### config.mk
export PLATFORM = sky130hd
export DESIGN_NAME = spi_flag_irq
export DESIGN_NICKNAME = d
export VERILOG_FILES = /design/src/rtl/spi_flag_pkg.sv /design/src/rtl/spi_rx_flags.sv /design/src/rtl/spi_tx_flag.sv /design/src/rtl/spi_modf_flag.sv /design/src/rtl/spi_irq_gen.sv /design/src/rtl/spi_flag_irq.sv
export SDC_FILE = /design/constraint.sdc
export NUM_CORES = 1
export LEC_CHECK = 0
export BUFFER_PORTS_ARGS = -buffer_cell sky130_fd_sc_hd__buf_4
export CORE_MARGIN = 2
export CORE_UTILIZATION = 42
export CTS_CLUSTER_DIAMETER = 120
export CTS_CLUSTER_SIZE = 25
export DETAILED_ROUTE_END_ITERATION = 7
export GPL_TIMING_DRIVEN = 1
export PLACE_DENSITY = 0.76
export SYNTH_ARGS = -nofsm -noshare
export SYNTH_HDL_FRONTEND = slang
export SYNTH_SLANG_ARGS = --single-unit
### constraint.sdc
create_clock -name clk -period 1.2 [get_ports clk]
set_input_delay 0.18 -clock clk [delete_from_list [all_inputs] [get_ports clk]]
set_output_delay 0.18 -clock clk [all_outputs]
set_load 0.1 [all_outputs]
### src/rtl/spi_flag_pkg.sv
// Shared definitions for the SPI flag controller: register select codes
// and bit positions of the flags in the status vector.
package spi_flag_pkg;
    typedef enum logic [1:0] {
        SEL_CTRL = 2'b00,
        SEL_STAT = 2'b01,
        SEL_DATA = 2'b10,
        SEL_NONE = 2'b11
    } reg_sel_e;

    localparam int ST_W   = 4;
    localparam int ST_RXF = 0;
    localparam int ST_TXE = 1;
    localparam int ST_OVR = 2;
    localparam int ST_MDF = 3;
endpackage

### src/rtl/spi_rx_flags.sv
// Receiver-full and overflow flags with the receive data register.
// Assumes at most one bus access per cycle. An arrival always wins over a
// clearing read in the same cycle.
module spi_rx_flags #(
    parameter int DW = 8
) (
    input  logic          clk,
    input  logic          rst_n,
    input  logic          rx_done_i,
    input  logic [DW-1:0] rx_byte_i,
    input  logic          stat_rd_i,
    input  logic          data_rd_i,
    output logic          rxf_o,
    output logic          ovr_o,
    output logic [DW-1:0] rx_data_o
);
    logic          rxf_q, ovr_q, rx_arm_q, ov_arm_q;
    logic [DW-1:0] data_q;
    logic          ovf_ev;

    assign ovf_ev = rx_done_i && rxf_q;

    // Receiver-full flag and data capture.
    always_ff @(posedge clk) begin
        if (!rst_n) begin
            rxf_q  <= 1'b0;
            data_q <= '0;
        end else if (rx_done_i) begin
            if (!rxf_q) begin
                rxf_q  <= 1'b1;
                data_q <= rx_byte_i;
            end
        end else if (data_rd_i && rx_arm_q) begin
            rxf_q <= 1'b0;
        end
    end

    // Arm state for the receiver-full clear sequence.
    always_ff @(posedge clk) begin
        if (!rst_n)                       rx_arm_q <= 1'b0;
        else if (rx_done_i || data_rd_i)  rx_arm_q <= 1'b0;
        else if (stat_rd_i && rxf_q)      rx_arm_q <= 1'b1;
    end

    // Overflow flag.
    always_ff @(posedge clk) begin
        if (!rst_n)                        ovr_q <= 1'b0;
        else if (ovf_ev)                   ovr_q <= 1'b1;
        else if (data_rd_i && ov_arm_q)    ovr_q <= 1'b0;
    end

    // Arm state for the overflow clear sequence.
    always_ff @(posedge clk) begin
        if (!rst_n)                       ov_arm_q <= 1'b0;
        else if (ovf_ev || data_rd_i)     ov_arm_q <= 1'b0;
        else if (stat_rd_i && ovr_q)      ov_arm_q <= 1'b1;
    end

    assign rxf_o     = rxf_q;
    assign ovr_o     = ovr_q;
    assign rx_data_o = data_q;

    assert_arrival_sets_rxf_R4: assert property (@(posedge clk) disable iff (!rst_n)
        rx_done_i |=> rxf_q);
    assert_ovf_keeps_data_R5: assert property (@(posedge clk) disable iff (!rst_n)
        (rx_done_i && rxf_q) |=> (ovr_q && data_q == $past(data_q)));
    assert_rxf_clears_on_read_R3: assert property (@(posedge clk) disable iff (!rst_n)
        $fell(rxf_q) |-> $past(data_rd_i));
    assert_ovr_clears_on_read_R6: assert property (@(posedge clk) disable iff (!rst_n)
        $fell(ovr_q) |-> $past(data_rd_i));
endmodule

### src/rtl/spi_tx_flag.sv
// Transmitter-empty flag: set when the shifter takes the byte, cleared by
// any transmit data write. A write wins over a simultaneous load.
module spi_tx_flag (
    input  logic clk,
    input  logic rst_n,
    input  logic tx_load_i,
    input  logic data_wr_i,
    output logic txe_o
);
    logic txe_q;

    // Empty flag update, reset to empty.
    always_ff @(posedge clk) begin
        if (!rst_n)          txe_q <= 1'b1;
        else if (data_wr_i)  txe_q <= 1'b0;
        else if (tx_load_i)  txe_q <= 1'b1;
    end

    assign txe_o = txe_q;

    assert_write_empties_R7: assert property (@(posedge clk) disable iff (!rst_n)
        data_wr_i |=> !txe_q);
    assert_load_sets_R7: assert property (@(posedge clk) disable iff (!rst_n)
        (tx_load_i && !data_wr_i) |=> txe_q);
endmodule

### src/rtl/spi_modf_flag.sv
// Mode-fault flag. Detection is recorded only while recording is enabled.
// Cleared by a status read with the flag set followed by a control write.
module spi_modf_flag (
    input  logic clk,
    input  logic rst_n,
    input  logic modf_det_i,
    input  logic modf_en_i,
    input  logic stat_rd_i,
    input  logic ctrl_wr_i,
    output logic mdf_o
);
    logic mdf_q, md_arm_q, set_ev;

    assign set_ev = modf_det_i && modf_en_i;

    // Fault flag update.
    always_ff @(posedge clk) begin
        if (!rst_n)                     mdf_q <= 1'b0;
        else if (set_ev)                mdf_q <= 1'b1;
        else if (ctrl_wr_i && md_arm_q) mdf_q <= 1'b0;
    end

    // Arm state for the fault clear sequence.
    always_ff @(posedge clk) begin
        if (!rst_n)                    md_arm_q <= 1'b0;
        else if (set_ev || ctrl_wr_i)  md_arm_q <= 1'b0;
        else if (stat_rd_i && mdf_q)   md_arm_q <= 1'b1;
    end

    assign mdf_o = mdf_q;

    assert_fault_needs_enable_R8: assert property (@(posedge clk) disable iff (!rst_n)
        $rose(mdf_q) |-> $past(modf_en_i));
    assert_fault_clear_by_ctrl_R8: assert property (@(posedge clk) disable iff (!rst_n)
        $fell(mdf_q) |-> $past(ctrl_wr_i));
endmodule

### src/rtl/spi_irq_gen.sv
// Registered interrupt requests. The transmit line is gated by the
// peripheral enable; the receive/error line is not.
module spi_irq_gen (
    input  logic clk,
    input  logic rst_n,
    input  logic rxf_i,
    input  logic txe_i,
    input  logic ovr_i,
    input  logic mdf_i,
    input  logic spi_en_i,
    input  logic tx_ie_i,
    input  logic rx_ie_i,
    input  logic err_ie_i,
    output logic irq_tx_o,
    output logic irq_rxerr_o
);
    logic err_any;

    assign err_any = ovr_i || mdf_i;

    // Register both request lines.
    always_ff @(posedge clk) begin
        if (!rst_n) begin
            irq_tx_o    <= 1'b0;
            irq_rxerr_o <= 1'b0;
        end else begin
            irq_tx_o    <= txe_i && tx_ie_i && spi_en_i;
            irq_rxerr_o <= (rxf_i && rx_ie_i) || (err_ie_i && err_any);
        end
    end

    assert_tx_needs_enable_R9: assert property (@(posedge clk) disable iff (!rst_n)
        irq_tx_o |-> $past(spi_en_i));
    assert_rxerr_needs_source_R10: assert property (@(posedge clk) disable iff (!rst_n)
        (!$past(rx_ie_i) && !$past(err_ie_i)) |-> !irq_rxerr_o);
endmodule

### src/rtl/spi_flag_irq.sv
// Top of the SPI flag and interrupt controller. Decodes bus strobes into
// status read, data read, data write and control write, and joins the
// flag units and the interrupt generator. One bus access per cycle assumed.
module spi_flag_irq
    import spi_flag_pkg::*;
#(
    parameter int DW = 8
) (
    input  logic          clk,
    input  logic          rst_n,
    input  logic          bus_rd_i,
    input  logic          bus_wr_i,
    input  logic [1:0]    bus_sel_i,
    input  logic          rx_done_i,
    input  logic [DW-1:0] rx_byte_i,
    input  logic          tx_load_i,
    input  logic          modf_det_i,
    input  logic          spi_en_i,
    input  logic          tx_ie_i,
    input  logic          rx_ie_i,
    input  logic          err_ie_i,
    input  logic          modf_en_i,
    output logic [3:0]    status_o,
    output logic [DW-1:0] rx_data_o,
    output logic          irq_tx_o,
    output logic          irq_rxerr_o
);
    reg_sel_e sel;
    logic     stat_rd, data_rd, data_wr, ctrl_wr;
    logic     rxf, txe, ovr, mdf;

    // Access decode.
    always_comb begin
        sel     = reg_sel_e'(bus_sel_i);
        stat_rd = bus_rd_i && (sel == SEL_STAT);
        data_rd = bus_rd_i && (sel == SEL_DATA);
        data_wr = bus_wr_i && (sel == SEL_DATA);
        ctrl_wr = bus_wr_i && (sel == SEL_CTRL);
    end

    spi_rx_flags #(.DW(DW)) u_rx (
        .clk(clk), .rst_n(rst_n), .rx_done_i(rx_done_i), .rx_byte_i(rx_byte_i),
        .stat_rd_i(stat_rd), .data_rd_i(data_rd),
        .rxf_o(rxf), .ovr_o(ovr), .rx_data_o(rx_data_o)
    );

    spi_tx_flag u_tx (
        .clk(clk), .rst_n(rst_n), .tx_load_i(tx_load_i), .data_wr_i(data_wr),
        .txe_o(txe)
    );

    spi_modf_flag u_mdf (
        .clk(clk), .rst_n(rst_n), .modf_det_i(modf_det_i), .modf_en_i(modf_en_i),
        .stat_rd_i(stat_rd), .ctrl_wr_i(ctrl_wr), .mdf_o(mdf)
    );

    spi_irq_gen u_irq (
        .clk(clk), .rst_n(rst_n), .rxf_i(rxf), .txe_i(txe), .ovr_i(ovr), .mdf_i(mdf),
        .spi_en_i(spi_en_i), .tx_ie_i(tx_ie_i), .rx_ie_i(rx_ie_i), .err_ie_i(err_ie_i),
        .irq_tx_o(irq_tx_o), .irq_rxerr_o(irq_rxerr_o)
    );

    // Status vector packing.
    always_comb begin
        status_o         = '0;
        status_o[ST_RXF] = rxf;
        status_o[ST_TXE] = txe;
        status_o[ST_OVR] = ovr;
        status_o[ST_MDF] = mdf;
    end

    assert_reset_state_R1: assert property (@(posedge clk)
        !rst_n |=> (status_o == 4'b0010 && !irq_tx_o && !irq_rxerr_o));
endmodule

# Yosys cells after proc, flatten, opt, wreduce, memory -nomap -nowiden
# Index checks and enable logic that the tools add are counted.
# op_classes
eq_ne	2
n_mux	8
bitwise_logic	2
n_reduce_logical	30
# op_table
cell	count
1-bit logical AND	16
1-bit 2-to-1 mux	8
2-bit nonzero test	4
2-bit OR reduction	3
1-bit logical OR	5
2-bit by 1-bit equality test with 1-bit output (second input constant)	1
2-bit equality test (second input constant)	1
2-bit zero test	1
1-bit inverter	2
2-bit AND reduction	1
# totals
register_bits	17
in_bits	22
out_inout_bits	14
wordCells	52

# Logic depth before layout (Yosys ltp)
# Gate-level depths: netlist of run 1.
# logic_depth
word_depth	5
ltp_mapped	4

# Cells and area by module
# A second synthesis of run 1 with hierarchy kept.
# unflattened
hier_cells	76
area_unflattened_um2	721.9
# by_module_without_submodules
module	instances	cells_each	area_each_um2	seq_area_each_um2
spi_rx_flags	1	51	478.0	240.2
spi_modf_flag	1	8	86.3	40.0
spi_irq_gen	1	6	65.1	40.0
spi_flag_irq	1	8	63.8	0.0
spi_tx_flag	1	3	28.8	20.0

# Worst setup path before layout of run 1
# No wires, ideal clock.
# synth_timing
path_type	reg-to-reg
start	reg, netlist name u_rx.rx_data_o[0]
end	reg u_rx.data_q[0], in the netlist u_rx.rx_data_o[0]
arrival_ns	1.173
required_time_ns	1.133
path_slack_ns	-0.040
stages_incl_launch_ff	3
n_path_buf	0
path_cell_list	dfxtp_1 > mux2i_1 > nor2_1
# synth_lines
item	line	source
end signal: assignment	spi_rx_flags.sv:31	data_q <= rx_byte_i;
end: declaration	spi_rx_flags.sv:18	logic [DW-1:0] data_q;

# Worst setup path in the final report of run 1
# layout_timing
start	reg u_mdf.mdf_q, in the netlist u_mdf.mdf_o
end	out status_o[3]
# layout_lines
item	line	source
start: declaration	spi_modf_flag.sv:12	logic mdf_q, md_arm_q, set_ev;
start signal: assignment	spi_modf_flag.sv:18	if (!rst_n) mdf_q <= 1'b0;
start signal: assignment	spi_modf_flag.sv:19	else if (set_ev) mdf_q <= 1'b1;
start signal: assignment	spi_modf_flag.sv:20	else if (ctrl_wr_i && md_arm_q) mdf_q <= 1'b0;
end: declaration	spi_flag_irq.sv:23	output logic [3:0] status_o,
# No word-level cell between the ends.

==> results of run 1 <==
## worst min path at each step
stage	startpoint	to	cells after the start
global route	rx_done_i	u_rx.rx_arm_q	2
finish	rx_done_i	u_rx.rx_arm_q	2
detailed placement	rx_done_i	u_rx.rx_arm_q	2
global placement	rx_done_i	u_rx.rx_arm_q	2
floorplan	rst_n	u_tx.txe_o	1
CTS	rx_done_i	u_rx.rx_arm_q	2
## layout by cell type, fill, tap and decap left out, drive strengths merged, types with 2 or more instances in the layout
cell     n
a21oi    3
a311oi   2
a31oi    4
buf     37
clkbuf   4
dfxtp   17
inv      2
mux2i    8
nand2    5
nor2     8
nor2b    2
nor3     2
nor3b    2
o21ai    3
## power by group through the flow
stage / sequential [mW] / combinational (mW) / clock, mW
6_report: 0.615 / 0.399 / 0.293
5_1_grt: 0.621 / 0.417 / 0.338
4_1_cts: 0.614 / 0.396 / 0.307
3_5_place_dp: 0.627 / 0.394 / 0
3_3_place_gp: 0.626 / 0.391 / 0
2_1_floorplan: 0.769 / 0.141 / 0
## kinds of logic (layout without fill, tap and decap cells)
logic type	after synthesis	in the layout	synth area share, %
AO/OA/AOI/OAI	12	12	10.9
buffers and inverters	8	43	8.07
flip-flops	17	17	51.0
multiplexers	8	8	12.0
AND/OR/NAND/NOR	23	23	18.0
## stage by stage
step / instances / hold WS (ns) / total power, mW
floorplan: 68 / 0.242 / 0.909
detailed placement: 115 / 0.396 / 1.02
CTS: 119 / 0.0883 / 1.32
global route: 119 / 0.0891 / 1.38
finish: 119 / 0.0970 / 1.31
global placement: 115 / 0.392 / 1.02
## flip-flops by register name, summed over array words and instances (netlist names)
register           flops
u_irq.irq_rxerr_o      1
u_rx.rxf_o             1
u_mdf.mdf_o            1
u_rx.ovr_o             1
u_tx.txe_o             1
u_irq.irq_tx_o         1
u_rx.rx_data_o         8
u_rx.rx_arm_q          1
u_mdf.md_arm_q         1
u_rx.ov_arm_q          1
## routing by layer
layer / routed length, um / global-route usage, % / vias to the layer above
met2: 623 / 27.6 / 28
met4: 0 / 5.45 / 0
met5: 0 / 0 / -
met3: 143 / 5.00 / 0
li1: - / - / 306
met1: 614 / 18.9 / 251
## final cells by class
class,count,share of cell area [%]
inverter,2,0.764
sequential,17,35.7
multi-input combinational,43,27.8
timing repair buffer,37,31.1
clock buffer,4,2.68
tap,16,2.04
## timing repair
action | CTS | global route
endpoints found under the setup margin | 0 | 3
buffers inserted | 0 | 0
resized for setup | 0 | 4
==> metrics, run 1 <==
status completed; Synth async-reset ratio 0%; hold buffers post-CTS 0; max-cap viol count 0; Reg area 350 um2; Synth Cell Area roughly 670 um2; final hold violation count 0; Avg Vias per Cell approximately 5; P_sw ~0.45 mW; FF-to-FF Start u_rx.rxf_o; Iter 0 DRT Violations 4; worst-path cell chain buf_8; Crit path arrival time between 0.9 and 1 ns; Pwr Density approximately 1300 nW/um2; CP endpoint status_o[3]; most common cell in the netlist dfxtp_1; nets 126; RSZ-0062 raised after global routing false; Yosys top cell by area dfxtp_1; fillers between 100 and 150; peak supply drop between 0.0007 and 0.0008 V; Critical Path Source u_mdf.mdf_o; row cnt 14; Leak about 0.46 nW; Worst EP required between 1 and 1.5 ns; Crit path depth 1; Die ar. 1920 um2; Worst-Skew Late Latency around 0.28 ns; Placed Area roughly 940 um2; crit path capture type primary output; pre-CTS WS about 0.2 ns; Buffers on Ports 35; critical path type reg2out; pin count of the biggest net entering global routing 12; CP bufs+invs 1; Root Buffer clkbuf_4; sw frac about a third; Avg Inst Size Synth slightly below 10 um2; area of the multi-input gates around 270 um2; final routed DRC violation total 0; die height around 44 um; initial antenna violation count 0; Post-Syn Nets 90; dominant cells by area after synthesis dfxtp_1, mux2i_1, buf_4, nor2_1, a31oi_1; area share of the largest cell type after synthesis 51.0%; Worst path max stage delay about 0.44 ns; Global Route Usage Sum 16.1%; Worst slew margin 78.5%; Final ANT Viol Nets 0; core area ~1500 um2; vias in the first global route about 570; # setup viols final 0; via count a little under 600; clock share of power about 22%; fin. max-slew vios 0; Initial DRT Pass Iterations 2; starting density of the core 44.8%; R2R setup slack 0.17 ns; TritonCTS clock tree done; Finished Core Util between 60 and 70%; GP Congestion around 0.68; count of different cell masters after synthesis 20; # IOs 36; cell area after layout slightly below 1000 um2; cts bufs inserted 3; Int Power between 0.8 and 0.9 mW; worst reg2reg path depth 4; hpwl dp between 1000 and 1500 um; Seq pwr share a little under half; ys flop type dfxtp_1; family with the most delay on the worst path flip-flops; first-pass GRT wire length 2340 um; slowest CP cell dfxtp_1; P&R area growth vs syn 47.3%; worst-case clock buffer depth 2; remaining global-route overflow 0; Post-synth EDFFs 0; worst slew pin tran ~0.32 ns; Comb pwr share 30.5%; worst r2r dst u_rx.rx_data_o[6]; Fmax achieved a little under 0.9 GHz; CP Launch Type register; cells after synthesis just under 70; synth warn 0; sequential fraction of the synthesis area roughly half; post-route setup slack ~0.065 ns; Clock Skew 0.00491 ns; Num Clock Sinks 17; CTS clk-pin slew, worst paths about 0.1 ns; final WL roughly 1400 um; depth of the CTS H-tree 1; ant diodes 0; Crit Path Max Fanout 4; top post-synthesis cells by count dfxtp_1, mux2i_1, nor2_1; layout cells sized above 1 between 40% and 50%; Final min period between 1 and 1.5 ns; setup TNS 0 ns; Die X 43.8 um; Yosys reg bits 17; period utilization a little over nine tenths; wire per inst roughly 12 um; HP Class in2reg
Note: power is estimated with default switching activity, not from simulation.
==> run 2: changes to the inputs <==
--- a/config.mk
+++ b/config.mk
@@ -6,13 +6,17 @@
 export NUM_CORES = 1
 export LEC_CHECK = 0
 export BUFFER_PORTS_ARGS = -buffer_cell sky130_fd_sc_hd__buf_4
+export CELL_PAD_IN_SITES_DETAIL_PLACEMENT = 1
+export CELL_PAD_IN_SITES_GLOBAL_PLACEMENT = 1
+export CORE_ASPECT_RATIO = 1.75
 export CORE_MARGIN = 2
-export CORE_UTILIZATION = 42
+export CORE_UTILIZATION = 27
 export CTS_CLUSTER_DIAMETER = 120
 export CTS_CLUSTER_SIZE = 25
 export DETAILED_ROUTE_END_ITERATION = 7
 export GPL_TIMING_DRIVEN = 1
-export PLACE_DENSITY = 0.76
+export PLACE_DENSITY_LB_ADDON = 0.1
+export SKIP_LAST_GASP = 1
 export SYNTH_ARGS = -nofsm -noshare
 export SYNTH_HDL_FRONTEND = slang
 export SYNTH_SLANG_ARGS = --single-unit
==> constraint.sdc (replaced) <==
create_clock -name clk -period 0.9 [get_ports clk]
set_input_delay 0.135 -clock clk [delete_from_list [all_inputs] [get_ports clk]]
set_output_delay 0.135 -clock clk [all_outputs]
set_load 0.1 [all_outputs]
==> run 2 against run 1 <==
  * Worst hold slack better by 0.00071 ns
  * Critical path depth up 1
  * The run now ends with setup timing left
  * Setup slack got worse by 0.18 ns
  * Global-route usage shrank 1.9 points
  * Clock-buffer cell count unchanged
==> metrics, run 2 (synthesis results as in run 1) <==
post-route setup slack -0.114 ns; starting density of the core ~29%; CTS clk-pin slew, worst paths ~0.06 ns; TritonCTS clock tree done; Die ar. between 2000 and 3000 um2; commonest non-fill, non-tap cells in the layout buf_4, buf_12, dfxtp_4, mux2i_1, nor2_1; WHS about 0.1 ns; ant diodes 0; Worst slew margin roughly 77%; Final ANT Viol Nets 0; Avg Vias per Cell approximately 4.8; pre-CTS WS -0.0839 ns; initial antenna violation count 0; Root Buffer clkbuf_8; Worst EP required between 0.7 and 0.8 ns; Num Clock Sinks 17; setup TNS -0.829 ns; Fmax achieved a little under 1 GHz; fin. max-slew vios 0; RSZ-0062 raised after global routing true; Crit path arrival time approximately 0.88 ns; Final min period 1.01 ns; P&R area growth vs syn 101%; GP Congestion 0.654; slowest CP cell dfxtp_4; Worst-Skew Late Latency roughly 0.25 ns; worst slew pin tran between 0.3 and 0.4 ns; via count about 650; remaining global-route overflow 0; Global Route Usage Sum between 10% and 20%; cts bufs inserted 3; failing checks setup timing; first-pass GRT wire length between 3000 and 4000 um; pin count of the biggest net entering global routing 10; nets approximately 140; final routed DRC violation total 0; Worst path max stage delay between 0.3 and 0.4 ns; crit path capture type primary output; Initial DRT Pass Iterations 3; HP Class in2reg; CP Launch Type register; depth of the CTS H-tree 1; die height approximately 70 um; Clock Skew about 0.00054 ns; wire per inst 13.9 um; post-layout power between 2 and 2.5 mW; final WL around 1900 um; status complete, but fails checks; row cnt 23; Pwr Density ~1600 nW/um2; # setup viols final 23; Iter 0 DRT Violations 6; commonest non-fill, non-tap cell in the layout buf_4; layout cells sized above 1 65.2%; vias in the first global route between 700 and 800; max-cap viol count 0; peak supply drop between 0.0008 and 0.0009 V; critical path type reg2out; core area 2330 um2; Buffers on Ports 35; number of flip-flops in the largest register 8; CP bufs+invs 2; worst-case clock buffer depth 2; worst-path cell chain buf_6 -> buf_12; Crit Path Max Fanout 2; # IOs 36; final hold violation count 0; period utilization 113%; Leak 0.578 nW; Die X 41.6 um; family with the most delay on the worst path flip-flops
## run 2: cell count changes in the layout (fill, tap and decap cells not counted), moves of 4 or more
cell / before / now
dfxtp_4: 0 / 10
buf_4: 33 / 28
dfxtp_1: 9 / 3
dfxtp_2: 8 / 4
buf_12: 1 / 15
## run 2: stage by stage
stage | std cells | instance area, um2 | util [%]
5_1_grt | 137 | 1340 | 57.5
2_1_floorplan | 68 | 698 | -
4_1_cts | 137 | 1270 | 54.6
3_5_place_dp | 127 | 996 | 42.7
6_report | 137 | 1340 | 57.5
3_3_place_gp | 127 | 996 | 42.7
## run 2: area by class of cell
| class | instances | area (um2) |
|---|---|---|
| sequential | 17 | 383 |
| fill | 241 | 990 |
| multi-input combinational | 43 | 330 |
| timing repair buffer | 46 | 544 |
| inverter | 2 | 7.51 |
| clock buffer | 4 | 45.0 |
| tap | 25 | 31.3 |
## run 2: final timing paths
path	start	endpoint	slack (ns)	cells past startpoint
setup reg to reg	u_rx.rxf_o	u_rx.rx_data_o[6]	-0.11	4
hold reg to reg	u_mdf.md_arm_q	u_mdf.mdf_o	0.46	1
hold / removal	rst_n	u_tx.txe_o	0.1	2
setup / recovery	u_rx.rxf_o	status_o[0]	-0.11	2
## run 2: power breakdown
part           total (mW)  leakage, nW  internal, mW  switching (mW)
sequential          0.824        0.147         0.784          0.0398
clock               0.561       0.0228         0.314           0.248
combinational       0.699        0.409         0.301           0.397
total                2.08        0.578          1.40           0.685
## run 2: per-layer routing
metal	global-route usage, %	share of wire (%)	vias to the layer above
li1	-	-	320
met1	14.8	33	309
met2	26.4	61	23
met5	0	0	-
met3	1.56	4.6	2
met4	7.53	1.3	0
## run 2: repair_timing
action,in CTS,in global routing
buffers inserted,6,0
cloned,0,0
hold buffers,0,0
gates resized for setup,48,17
endpoints found under the setup margin,22,27
pin swaps,0,2
## run 2: worst register-to-register path: cells and delay by family, from the launching register on
family                 cells  cell delay [ns]
DFF                        1             0.35
muxes                      1             0.21
and+or+nand+nor            2             0.20
buffers and inverters      1             0.14
